**src/rtl/sar_adc_pkg.sv**
```systemverilog
package sar_adc_pkg;

    // register addresses
    localparam logic [1:0] A_CTRL = 2'd0;
    localparam logic [1:0] A_CHAN = 2'd1;
    localparam logic [1:0] A_RES  = 2'd2;

    // control register bit positions
    localparam int B_EN   = 0;
    localparam int B_GO   = 1;
    localparam int B_FREE = 2;
    localparam int B_TRIG = 3;
    localparam int B_FLAG = 4;
    localparam int B_IE   = 5;
    localparam int B_PWR  = 6;

    // channel register field positions
    localparam int F_CH_LSB = 0;
    localparam int F_TS_LSB = 4;
    localparam int SEL_W    = 2;

    typedef enum logic [1:0] {
        PH_IDLE   = 2'd0,
        PH_SAMPLE = 2'd1,
        PH_DECIDE = 2'd2
    } phase_e;

    typedef struct packed {
        logic en;
        logic free;
        logic trig_en;
        logic ie;
        logic pwr;
        logic flag;
    } ctrl_t;

endpackage

```
**src/rtl/sar_adc_trig.sv**
```systemverilog
module sar_adc_trig #(
    parameter int SELW = 2,
    localparam int NTRIG = 1 << SELW
) (
    input  logic             clk_i,
    input  logic             rst_ni,
    input  logic [NTRIG-1:0] trig_i,
    input  logic [SELW-1:0]  sel_i,
    output logic             rise_o
);
    logic [NTRIG-1:0] prev_d, prev_q;
    logic [NTRIG-1:0] rise;

    for (genvar i = 0; i < NTRIG; i++) begin : g_rise
        assign rise[i] = trig_i[i] & ~prev_q[i];
    end

    always_comb begin
        prev_d = trig_i;
        rise_o = rise[sel_i];
    end

    always_ff @(posedge clk_i or negedge rst_ni) begin
        if (!rst_ni) prev_q <= '0;
        else         prev_q <= prev_d;
    end
endmodule

```
**src/rtl/sar_adc_seq.sv**
```systemverilog
module sar_adc_seq
    import sar_adc_pkg::*;
#(
    parameter int DW = 8,
    localparam int IDXW = $clog2(DW)
) (
    input  logic          clk_i,
    input  logic          rst_ni,
    input  logic          allow_i,
    input  logic          launch_i,
    input  logic          free_i,
    input  logic          cmp_i,
    output logic          busy_o,
    output logic [DW-1:0] dac_o,
    output logic          done_o,
    output logic [DW-1:0] result_o
);
    typedef struct packed {
        phase_e          ph;
        logic [IDXW-1:0] idx;
        logic [DW-1:0]   acc;
    } seq_t;

    seq_t s_d, s_q;
    logic [DW-1:0] trial;
    logic [DW-1:0] acc_next;

    always_comb begin
        s_d      = s_q;
        done_o   = 1'b0;
        dac_o    = '0;
        trial    = s_q.acc | ({{(DW-1){1'b0}}, 1'b1} << s_q.idx);
        acc_next = cmp_i ? trial : s_q.acc;
        result_o = acc_next;

        case (s_q.ph)
            PH_IDLE: begin
                if (launch_i) s_d.ph = PH_SAMPLE;
            end
            PH_SAMPLE: begin
                s_d.ph  = PH_DECIDE;
                s_d.idx = IDXW'(DW - 1);
                s_d.acc = '0;
            end
            PH_DECIDE: begin
                dac_o = trial;
                if (s_q.idx == '0) begin
                    done_o  = 1'b1;
                    s_d.acc = '0;
                    s_d.ph  = free_i ? PH_SAMPLE : PH_IDLE;
                end else begin
                    s_d.idx = s_q.idx - 1'b1;
                    s_d.acc = acc_next;
                end
            end
            default: s_d.ph = PH_IDLE;
        endcase

        if (!allow_i) begin
            s_d.ph  = PH_IDLE;
            s_d.acc = '0;
            done_o  = 1'b0;
        end

        busy_o = (s_q.ph != PH_IDLE);
    end

    always_ff @(posedge clk_i or negedge rst_ni) begin
        if (!rst_ni) begin
            s_q.ph  <= PH_IDLE;
            s_q.idx <= '0;
            s_q.acc <= '0;
        end else begin
            s_q <= s_d;
        end
    end
endmodule

```
**src/rtl/sar_adc_regs.sv**
```systemverilog
module sar_adc_regs
    import sar_adc_pkg::*;
#(
    parameter int DW = 8
) (
    input  logic             clk_i,
    input  logic             rst_ni,
    input  logic             wr_i,
    input  logic [1:0]       addr_i,
    input  logic [DW-1:0]    wdata_i,
    input  logic             done_i,
    input  logic [DW-1:0]    result_i,
    input  logic             busy_i,
    output logic [SEL_W-1:0] mux_o,
    output logic [SEL_W-1:0] tsel_o,
    output logic             start_req_o,
    output logic             trig_en_o,
    output logic             free_o,
    output logic             allow_o,
    output logic             en_o,
    output logic             pwr_o,
    output logic             flag_o,
    output logic [DW-1:0]    result_o,
    output logic [DW-1:0]    rdata_o,
    output logic             irq_o
);
    typedef struct packed {
        ctrl_t            ctrl;
        logic [SEL_W-1:0] chan_sel;
        logic [SEL_W-1:0] tsel;
        logic [SEL_W-1:0] mux;
        logic [DW-1:0]    result;
    } regs_t;

    regs_t r_d, r_q;
    logic  wr_ctrl, wr_chan;
    logic  unused_wbits;

    assign unused_wbits = ^{wdata_i[DW-1:B_PWR+1],
                            wdata_i[F_TS_LSB-1:F_CH_LSB+SEL_W]};

    always_comb begin
        r_d         = r_q;
        wr_ctrl     = wr_i && (addr_i == A_CTRL);
        wr_chan     = wr_i && (addr_i == A_CHAN);
        start_req_o = wr_ctrl && wdata_i[B_GO];

        if (wr_ctrl) begin
            r_d.ctrl.en      = wdata_i[B_EN];
            r_d.ctrl.free    = wdata_i[B_FREE];
            r_d.ctrl.trig_en = wdata_i[B_TRIG];
            r_d.ctrl.ie      = wdata_i[B_IE];
            r_d.ctrl.pwr     = wdata_i[B_PWR];
            if (wdata_i[B_FLAG]) r_d.ctrl.flag = 1'b0;
        end
        if (wr_chan) begin
            r_d.chan_sel = wdata_i[F_CH_LSB +: SEL_W];
            r_d.tsel     = wdata_i[F_TS_LSB +: SEL_W];
        end

        // selection is forwarded only while enabled
        if (r_q.ctrl.en) r_d.mux = r_q.chan_sel;

        // completion wins over a same-cycle clear
        if (done_i) begin
            r_d.ctrl.flag = 1'b1;
            r_d.result    = result_i;
        end

        allow_o   = r_d.ctrl.en & ~r_d.ctrl.pwr;
        free_o    = r_d.ctrl.free;
        trig_en_o = r_d.ctrl.trig_en;
        tsel_o    = r_d.tsel;
        mux_o     = r_q.mux;
        en_o      = r_q.ctrl.en;
        pwr_o     = r_q.ctrl.pwr;
        flag_o    = r_q.ctrl.flag;
        result_o  = r_q.result;
        irq_o     = r_q.ctrl.flag & r_q.ctrl.ie;

        rdata_o = '0;
        case (addr_i)
            A_CTRL: begin
                rdata_o[B_EN]   = r_q.ctrl.en;
                rdata_o[B_GO]   = busy_i;
                rdata_o[B_FREE] = r_q.ctrl.free;
                rdata_o[B_TRIG] = r_q.ctrl.trig_en;
                rdata_o[B_FLAG] = r_q.ctrl.flag;
                rdata_o[B_IE]   = r_q.ctrl.ie;
                rdata_o[B_PWR]  = r_q.ctrl.pwr;
            end
            A_CHAN: begin
                rdata_o[F_CH_LSB +: SEL_W] = r_q.chan_sel;
                rdata_o[F_TS_LSB +: SEL_W] = r_q.tsel;
            end
            A_RES:   rdata_o = r_q.result;
            default: rdata_o = '0;
        endcase
    end

    always_ff @(posedge clk_i or negedge rst_ni) begin
        if (!rst_ni) r_q <= '0;
        else         r_q <= r_d;
    end
endmodule

```
**src/rtl/sar_adc_ctrl.sv**
```systemverilog
module sar_adc_ctrl
    import sar_adc_pkg::*;
#(
    parameter int DW = 8
) (
    input  logic                    clk_i,
    input  logic                    rst_ni,
    input  logic                    wr_en_i,
    input  logic [1:0]              addr_i,
    input  logic [DW-1:0]           wdata_i,
    output logic [DW-1:0]           rdata_o,
    input  logic [(1<<SEL_W)-1:0]   trig_i,
    input  logic                    cmp_i,
    output logic [SEL_W-1:0]        ana_chan_o,
    output logic                    hold_o,
    output logic [DW-1:0]           dac_code_o,
    output logic                    irq_o
);
    logic             start_req_w, trig_en_w, free_w, allow_w;
    logic             en_w, pwr_w, flag_w, busy_w, done_w, rise_w, launch_w;
    logic [SEL_W-1:0] tsel_w;
    logic [DW-1:0]    seq_res_w, result_w;

    sar_adc_regs #(.DW(DW)) u_regs (
        .clk_i       (clk_i),
        .rst_ni      (rst_ni),
        .wr_i        (wr_en_i),
        .addr_i      (addr_i),
        .wdata_i     (wdata_i),
        .done_i      (done_w),
        .result_i    (seq_res_w),
        .busy_i      (busy_w),
        .mux_o       (ana_chan_o),
        .tsel_o      (tsel_w),
        .start_req_o (start_req_w),
        .trig_en_o   (trig_en_w),
        .free_o      (free_w),
        .allow_o     (allow_w),
        .en_o        (en_w),
        .pwr_o       (pwr_w),
        .flag_o      (flag_w),
        .result_o    (result_w),
        .rdata_o     (rdata_o),
        .irq_o       (irq_o)
    );

    sar_adc_trig #(.SELW(SEL_W)) u_trig (
        .clk_i  (clk_i),
        .rst_ni (rst_ni),
        .trig_i (trig_i),
        .sel_i  (tsel_w),
        .rise_o (rise_w)
    );

    assign launch_w = start_req_w | (trig_en_w & rise_w);

    sar_adc_seq #(.DW(DW)) u_seq (
        .clk_i    (clk_i),
        .rst_ni   (rst_ni),
        .allow_i  (allow_w),
        .launch_i (launch_w),
        .free_i   (free_w),
        .cmp_i    (cmp_i),
        .busy_o   (busy_w),
        .dac_o    (dac_code_o),
        .done_o   (done_w),
        .result_o (seq_res_w)
    );

    assign hold_o = busy_w;
endmodule

```
**config.mk**
```make
export PLATFORM = sky130hd
export DESIGN_NAME = sar_adc_ctrl
export DESIGN_NICKNAME = d
export VERILOG_FILES = /design/src/rtl/sar_adc_pkg.sv /design/src/rtl/sar_adc_trig.sv /design/src/rtl/sar_adc_seq.sv /design/src/rtl/sar_adc_regs.sv /design/src/rtl/sar_adc_ctrl.sv
export SDC_FILE = /design/constraint.sdc
export NUM_CORES = 1
export LEC_CHECK = 0
export ABC_AREA = 1
export BUFFER_PORTS_ARGS = -buffer_cell sky130_fd_sc_hd__buf_2
export CAP_MARGIN = 25
export CORE_ASPECT_RATIO = 1.1
export CORE_MARGIN = 2
export CORE_UTILIZATION = 50
export CTS_BUF_LIST = sky130_fd_sc_hd__clkbuf_8
export DETAILED_ROUTE_END_ITERATION = 10
export GPL_ROUTABILITY_DRIVEN = 0
export PLACE_DENSITY = 0.84
export SETUP_SLACK_MARGIN = 0.5
export SLEW_MARGIN = 20
export SYNTH_ARGS = -nofsm -noshare
export SYNTH_HDL_FRONTEND = slang
export SYNTH_SLANG_ARGS = --single-unit
```
**constraint.sdc**
```tcl
create_clock -name clk_i -period 2.2 [get_ports clk_i]
set_clock_uncertainty 0.15 [all_clocks]
set_input_delay 0.44 -clock clk_i [delete_from_list [all_inputs] [get_ports clk_i]]
set_output_delay 0.44 -clock clk_i [all_outputs]
set_load 0.01 [all_outputs]
```
==> run metrics, run 1 <==
most area-consuming cells after synthesis=sky130_fd_sc_hd__dfrtp_1 (50%), sky130_fd_sc_hd__nand2_1 (9.5%), sky130_fd_sc_hd__inv_1 (8.1%), sky130_fd_sc_hd__o21ai_0 (5.1%), sky130_fd_sc_hd__a21oi_1 (4.6%); total via count in the routed design=1761; Die Y=68.0 microns; leading cell types by count after synthesis=sky130_fd_sc_hd__nand2_1 (47), sky130_fd_sc_hd__inv_1 (40), sky130_fd_sc_hd__dfrtp_1 (37); # H-tree levels=2; wire length per cell=13.6 microns; Mean Syn Cell Area=8.18 sq um; Tcrit/Tclk final=0.878; clock sink count=37; antenna violation net count after detailed routing=0; power density over cell area=681 nW/um^2; arrival time at the worst endpoint=1.34 ns; unrepaired setup endpoints after global routing=yes; clock root cell=sky130_fd_sc_hd__clkbuf_8; number of warning messages in the yosys log=0; Die W=62.2 microns; initial cell density of the core=0.518; cell area after layout=2540 sq um; class of the tightest hold or removal check=input port to asynchronous set/reset pin; most instantiated flip-flop cell in the synthesis netlist=sky130_fd_sc_hd__dfrtp_1; source of the worst register-to-register timing path=u_seq.s_q[9]; cell accounting for the most synthesized area=sky130_fd_sc_hd__dfrtp_1; final net count=306; clock tree from TritonCTS=done; cell area after placement=2110 sq um; pin count of the biggest net entering global routing=38; LEAKAGE=1.31 nW; critical path startpoint category=register; R2R cell count=10; overall track demand over capacity in global routing=0.224; maximum clock path buffer count=2; Critical R2R Capture=u_regs.result_o[2]; Final Slew Violations=0; routed wire length=4550 microns; number of distinct library cells after synthesis=25; max-cap check violation count=0; number of enable flip-flop cells after synthesis=0; Port Buffers=36; post-synth design cell area=1860 sq um; worst reg2reg setup slack=0.42 ns; setup violators final=0; DP Worst Slack=0.176 ns; I/O pin cnt=38; fmax=518 MHz; Worst-Skew Late Latency=0.29 ns; number of hold-repair buffers added at the cts stage=0; global-route wire length before repair=7310 microns; Yosys reg bits=37; critical path class=register to output pin; run status=finished clean; number of fill cells in the layout=274; ant diodes=0; # DRC=0; WHS=0.0345 ns; via count of the first global-routing pass=1630; First-pass DRT Iterations=4; worst path required time=1.61 ns; maximum fanout along the worst path=4; core footprint=3600 sq um; initial antenna violation count=0; dominant cell by count in the synthesized netlist=sky130_fd_sc_hd__nand2_1; half-perimeter wire length of the detailed placement result=2940 microns; post-synthesis cell count=228; mean number of vias per cell=5.27; Area growth, synth to finish=36.4%; Period minus WS final=1.93 ns; setup slack after layout=0.268 ns; proportion of netlist area held by the largest area contributor=0.497; Final Hold Violating Endpoints=0; clock buffer count from CTS=5; die area=4230 sq um; transition time at the pin with the least slew margin=0.466 ns; share of synthesized registers carrying an async set or reset=1.00; fraction of layout instances using a drive strength above 1=0.405; DRC marker count from the first detailed-route iteration=108; maximum resistive drop on vdd=525 uV; clock transition time at the flip-flop clock pins of the worst setup and hold paths=0.07 ns; Syn Nets=251; std cell rows=23; Max transition margin=0.689; Seq/Total Area, Yosys=0.497; grt total ovfl=0; Total Neg Setup Slack=0 ns; CP endpoint kind=output pin
==> kinds of logic after synthesis <==
family	count (synthesis)	share of synthesized area
AND/OR/NAND/NOR	90	0.213
AO/OA/AOI/OAI	49	0.145
buffers and inverters	45	0.100
flip-flops	37	0.497
adder cells (fa/ha/maj)	5	0.0336
multiplexers	2	0.0121
==> power by group <==
part	leakage (nW)	internal [mW]	switching (mW)	total, mW
Sequential	0.449	0.745	0.0612	0.806
Combinational	0.806	0.206	0.276	0.483
Clock	0.0519	0.211	0.232	0.443
==> worst max path at each step <==
stage	depth (start not counted)	slack [ns]	to	startpoint
after floorplan	9	0.42	u_regs.result_o[1]	addr_i[1]
after global placement	8	0.23	u_seq.s_q[1]	addr_i[1]
after detailed placement	9	0.18	u_regs.result_o[2]	addr_i[1]
after CTS	5	0.26	dac_code_o[6]	u_seq.s_q[8]
after global routing	5	0.22	dac_code_o[2]	u_seq.s_q[8]
final	5	0.27	dac_code_o[0]	u_seq.s_q[9]
==> state kept, by name, indices dropped and copies added (netlist names) <==
name             cells
u_regs.mux_o         2
u_regs.result_o      8
u_seq.s_q           13
u_regs.flag_o        1
u_regs.r_q           7
u_regs.en_o          1
u_regs.pwr_o         1
u_trig.prev_q        4
==> placed cells by master, fill, tap and decap left out, drive strengths merged <==
cell    netlist  routed
a21oi        17      17
a31oi         2       2
buf           3      51
clkbuf        0       5
dfrtp        37      37
ha            5       5
inv          41      45
mux2          2       2
nand2        49      49
nand3        12      12
nand4         4       4
nor2         23      23
nor3          2       2
o211ai        3       3
o21ai        24      24
o22ai         3       3
==> routing by layer <==
metal | vias to the layer above | share of wire | global-route usage
met5 | - | 0 | 0
met4 | 0 | 0.026 | 0.0944
met3 | 18 | 0.050 | 0.0592
met2 | 80 | 0.52 | 0.394
met1 | 824 | 0.41 | 0.267
li1 | 839 | - | -
==> final cells by class <==
cell class | count | area, sq um | area share
Timing Repair Buffer | 51 | 347 | 0.136
Tap cell | 50 | 62.6 | 0.0246
Clock inverter | 3 | 11.3 | 0.00443
Multi-Input combinational cell | 146 | 946 | 0.372
Clock buffer | 5 | 68.8 | 0.0271
Sequential cell | 37 | 930 | 0.366
Inverter | 42 | 178 | 0.0699
==> critical path: stages (launching register included) <==
cell,delay (ns)
sky130_fd_sc_hd__dfrtp_2,0.46
sky130_fd_sc_hd__inv_4,0.10
sky130_fd_sc_hd__ha_4,0.17
sky130_fd_sc_hd__nand2_4,0.05
sky130_fd_sc_hd__a21oi_2,0.13
sky130_fd_sc_hd__buf_2,0.13
==> what timing repair did <==
action                     4_1_cts  5_1_grt
buffers inserted                 4        7
gates resized for setup         43       40
pin swaps                       11       16
setup endpoints to repair       33       28
==> per-stage QoR <==
| step | power (mW) | util | cells |
|---|---|---|---|
| 2_1_floorplan | 1.02 | - | 228 |
| 3_3_place_gp | 1.12 | 0.587 | 315 |
| 3_5_place_dp | 1.13 | 0.587 | 315 |
| 4_1_cts | 1.64 | 0.648 | 327 |
| 5_1_grt | 1.83 | 0.707 | 334 |
| 6_report | 1.73 | 0.707 | 334 |
No activity file was read; power rests on OpenSTA's default activity.
==> run 2: changes to the inputs <==
--- a/config.mk
+++ b/config.mk
@@ -15,6 +15,7 @@
 export DETAILED_ROUTE_END_ITERATION = 10
 export GPL_ROUTABILITY_DRIVEN = 0
 export PLACE_DENSITY = 0.84
+export RECOVER_POWER = 25
 export SETUP_SLACK_MARGIN = 0.5
 export SLEW_MARGIN = 20
 export SYNTH_ARGS = -nofsm -noshare
==> run 2 against run 1 <==
Effect of this change: clock power barely moved; combinational power barely moved; routed wire length fell by 0.15%; first-iteration DRC count fell by 2.8%; sequential share of layout area rose by 0.072 points; design area fell by 0.20%; critical path depth did not move; total power barely moved; highest routed layer unchanged.
==> run metrics, run 2 (synthesized netlist as in run 1, its figures left out) <==
run status=finished clean; Tcrit/Tclk final=0.878 (about the same); total power draw=1.73 mW (about the same); number of hold-repair buffers added at the cts stage=0 (unchanged); maximum resistive drop on vdd=524 uV (about the same); fmax=518 MHz (about the same); class of the tightest hold or removal check=input port to register; clock transition time at the flip-flop clock pins of the worst setup and hold paths=0.07 ns (about the same); fraction of layout instances using a drive strength above 1=0.398 (-0.00704); Die W=62.2 microns (unchanged); unrepaired setup endpoints after global routing=yes; ant diodes=0 (unchanged); std cell rows=23 (unchanged); Port Buffers=36 (unchanged); mean number of vias per cell=5.27 (about the same); overall track demand over capacity in global routing=0.224 (unchanged); # DRC=0 (unchanged); Final Slew Violations=0 (unchanged); antenna violation net count after detailed routing=0 (unchanged); I/O pin cnt=38 (unchanged); critical path startpoint category=register; final net count=306 (unchanged); power density over cell area=682 nW/um^2 (+0.13%); most used cells in the layout excluding fill and tap cells=sky130_fd_sc_hd__nand2_1 (35), sky130_fd_sc_hd__dfrtp_1 (34), sky130_fd_sc_hd__inv_1 (33); via count of the first global-routing pass=1630 (unchanged); total via count in the routed design=1760 (-0.057%); clock tree from TritonCTS=done; Final Hold Violating Endpoints=0 (unchanged); setup violators final=0 (unchanged); critical path class=register to output pin; final cell utilization of the core=0.705 (-0.00139); # H-tree levels=2 (unchanged); max FFs per register=13 (unchanged); Total Neg Setup Slack=0 ns (unchanged); die area=4230 sq um (unchanged); clock root cell=sky130_fd_sc_hd__clkbuf_8; initial cell density of the core=0.518 (unchanged); transition time at the pin with the least slew margin=0.903 ns (+0.437 ns); register name with the most flops=u_seq.s_q; worst path required time=1.61 ns (about the same); initial antenna violation count=0 (unchanged); most common library cell in the layout ignoring fill and taps=sky130_fd_sc_hd__nand2_1; Die Y=68.0 microns (unchanged); maximum fanout along the worst path=4 (unchanged); clock sink count=37 (unchanged); Period minus WS final=1.93 ns (-0.0000800 ns); pin count of the biggest net entering global routing=38 (unchanged); CP endpoint kind=output pin; arrival time at the worst endpoint=1.34 ns (about the same); First-pass DRT Iterations=4 (unchanged); DRC marker count from the first detailed-route iteration=105 (-2.8%); core footprint=3600 sq um (unchanged); global-route wire length before repair=7310 microns (unchanged); grt total ovfl=0 (unchanged); wire length per cell=13.6 microns (-0.15%); half-perimeter wire length of the detailed placement result=2940 microns (unchanged); max-cap check violation count=0 (unchanged); Worst-Skew Late Latency=0.29 ns (about the same); Max transition margin=0.398 (-0.292); routed wire length=4540 microns (-0.15%); maximum clock path buffer count=2 (unchanged); Area growth, synth to finish=36.1%; LEAKAGE=1.30 nW (-0.47%); clock buffer count from CTS=5 (unchanged)
-- run 2: changes by cell type in the layout (fill, tap and decap cells not counted), sizes merged --
cell / previous run / this run
buf: 51 / 48
clkbuf: 5 / 8
-- run 2: cell type report --
class                   count  area [sq um]
clock buffers               5          68.8
inverters                  42           178
clock inverters             3          11.3
multi-input cells         146           946
fillers                   277          1060
flip-flops and latches     37           930
repair buffers             51           342
well taps                  50          62.6
-- run 2: per-layer routing --
| metal | GRT usage | vias to the layer above | wire length, microns | part of all wire |
|---|---|---|---|---|
| met3 | 0.0592 | 18 | 231 | 0.051 |
| li1 | - | 839 | - | - |
| met5 | 0 | - | 0 | 0 |
| met1 | 0.267 | 823 | 1840 | 0.41 |
| met4 | 0.0944 | 0 | 119 | 0.026 |
| met2 | 0.394 | 80 | 2350 | 0.52 |
-- run 2: report_power, final --
| group | total [mW] | switching [mW] | internal (mW) |
|---|---|---|---|
| combinational | 0.481 | 0.276 | 0.205 |
| sequential | 0.806 | 0.0611 | 0.745 |
| clock | 0.443 | 0.232 | 0.211 |
-- run 2: repair_timing --
item                                    4_1_cts  5_1_grt
buffers inserted                              4        7
resized for setup                            43       40
pin swaps                                    11       16
hold endpoints to repair                      0        0
endpoints found under the setup margin       33       28
-- run 2: path summary, 6_finish.rpt --
check,start,to,slack (ns),cells past startpoint
max reg2reg,u_seq.s_q[9],u_regs.result_o[2],0.42,10
max,u_seq.s_q[9],dac_code_o[0],0.27,5
min in group asynchronous,rst_ni,u_regs.r_q[10],0.21,2
min reg2reg,u_regs.result_o[1],u_regs.result_o[1],0.34,2
min,trig_i[0],u_trig.prev_q[0],0.12,1
max in group asynchronous,rst_ni,u_seq.s_q[10],1.08,2
-- run 2: worst max-delay path, cell delays in order, from the launching register on --
cell	delay, ns
sky130_fd_sc_hd__dfrtp_2	0.46
sky130_fd_sc_hd__inv_4	0.10
sky130_fd_sc_hd__ha_4	0.17
sky130_fd_sc_hd__nand2_4	0.05
sky130_fd_sc_hd__a21oi_2	0.13
sky130_fd_sc_hd__buf_2	0.13
-- run 2: per-stage QoR --
stage                     setup WS, ns  cells  hold slack, ns  instance area (sq um)
final                            0.268    334           0.121                   2540
after global routing             0.219    334           0.113                   2540
after CTS                        0.265    327          0.0502                   2330
after detailed placement         0.176    315           0.317                   2110
after global placement           0.232    315           0.312                   2110
after floorplan                  0.421    228        -0.00559                   1860
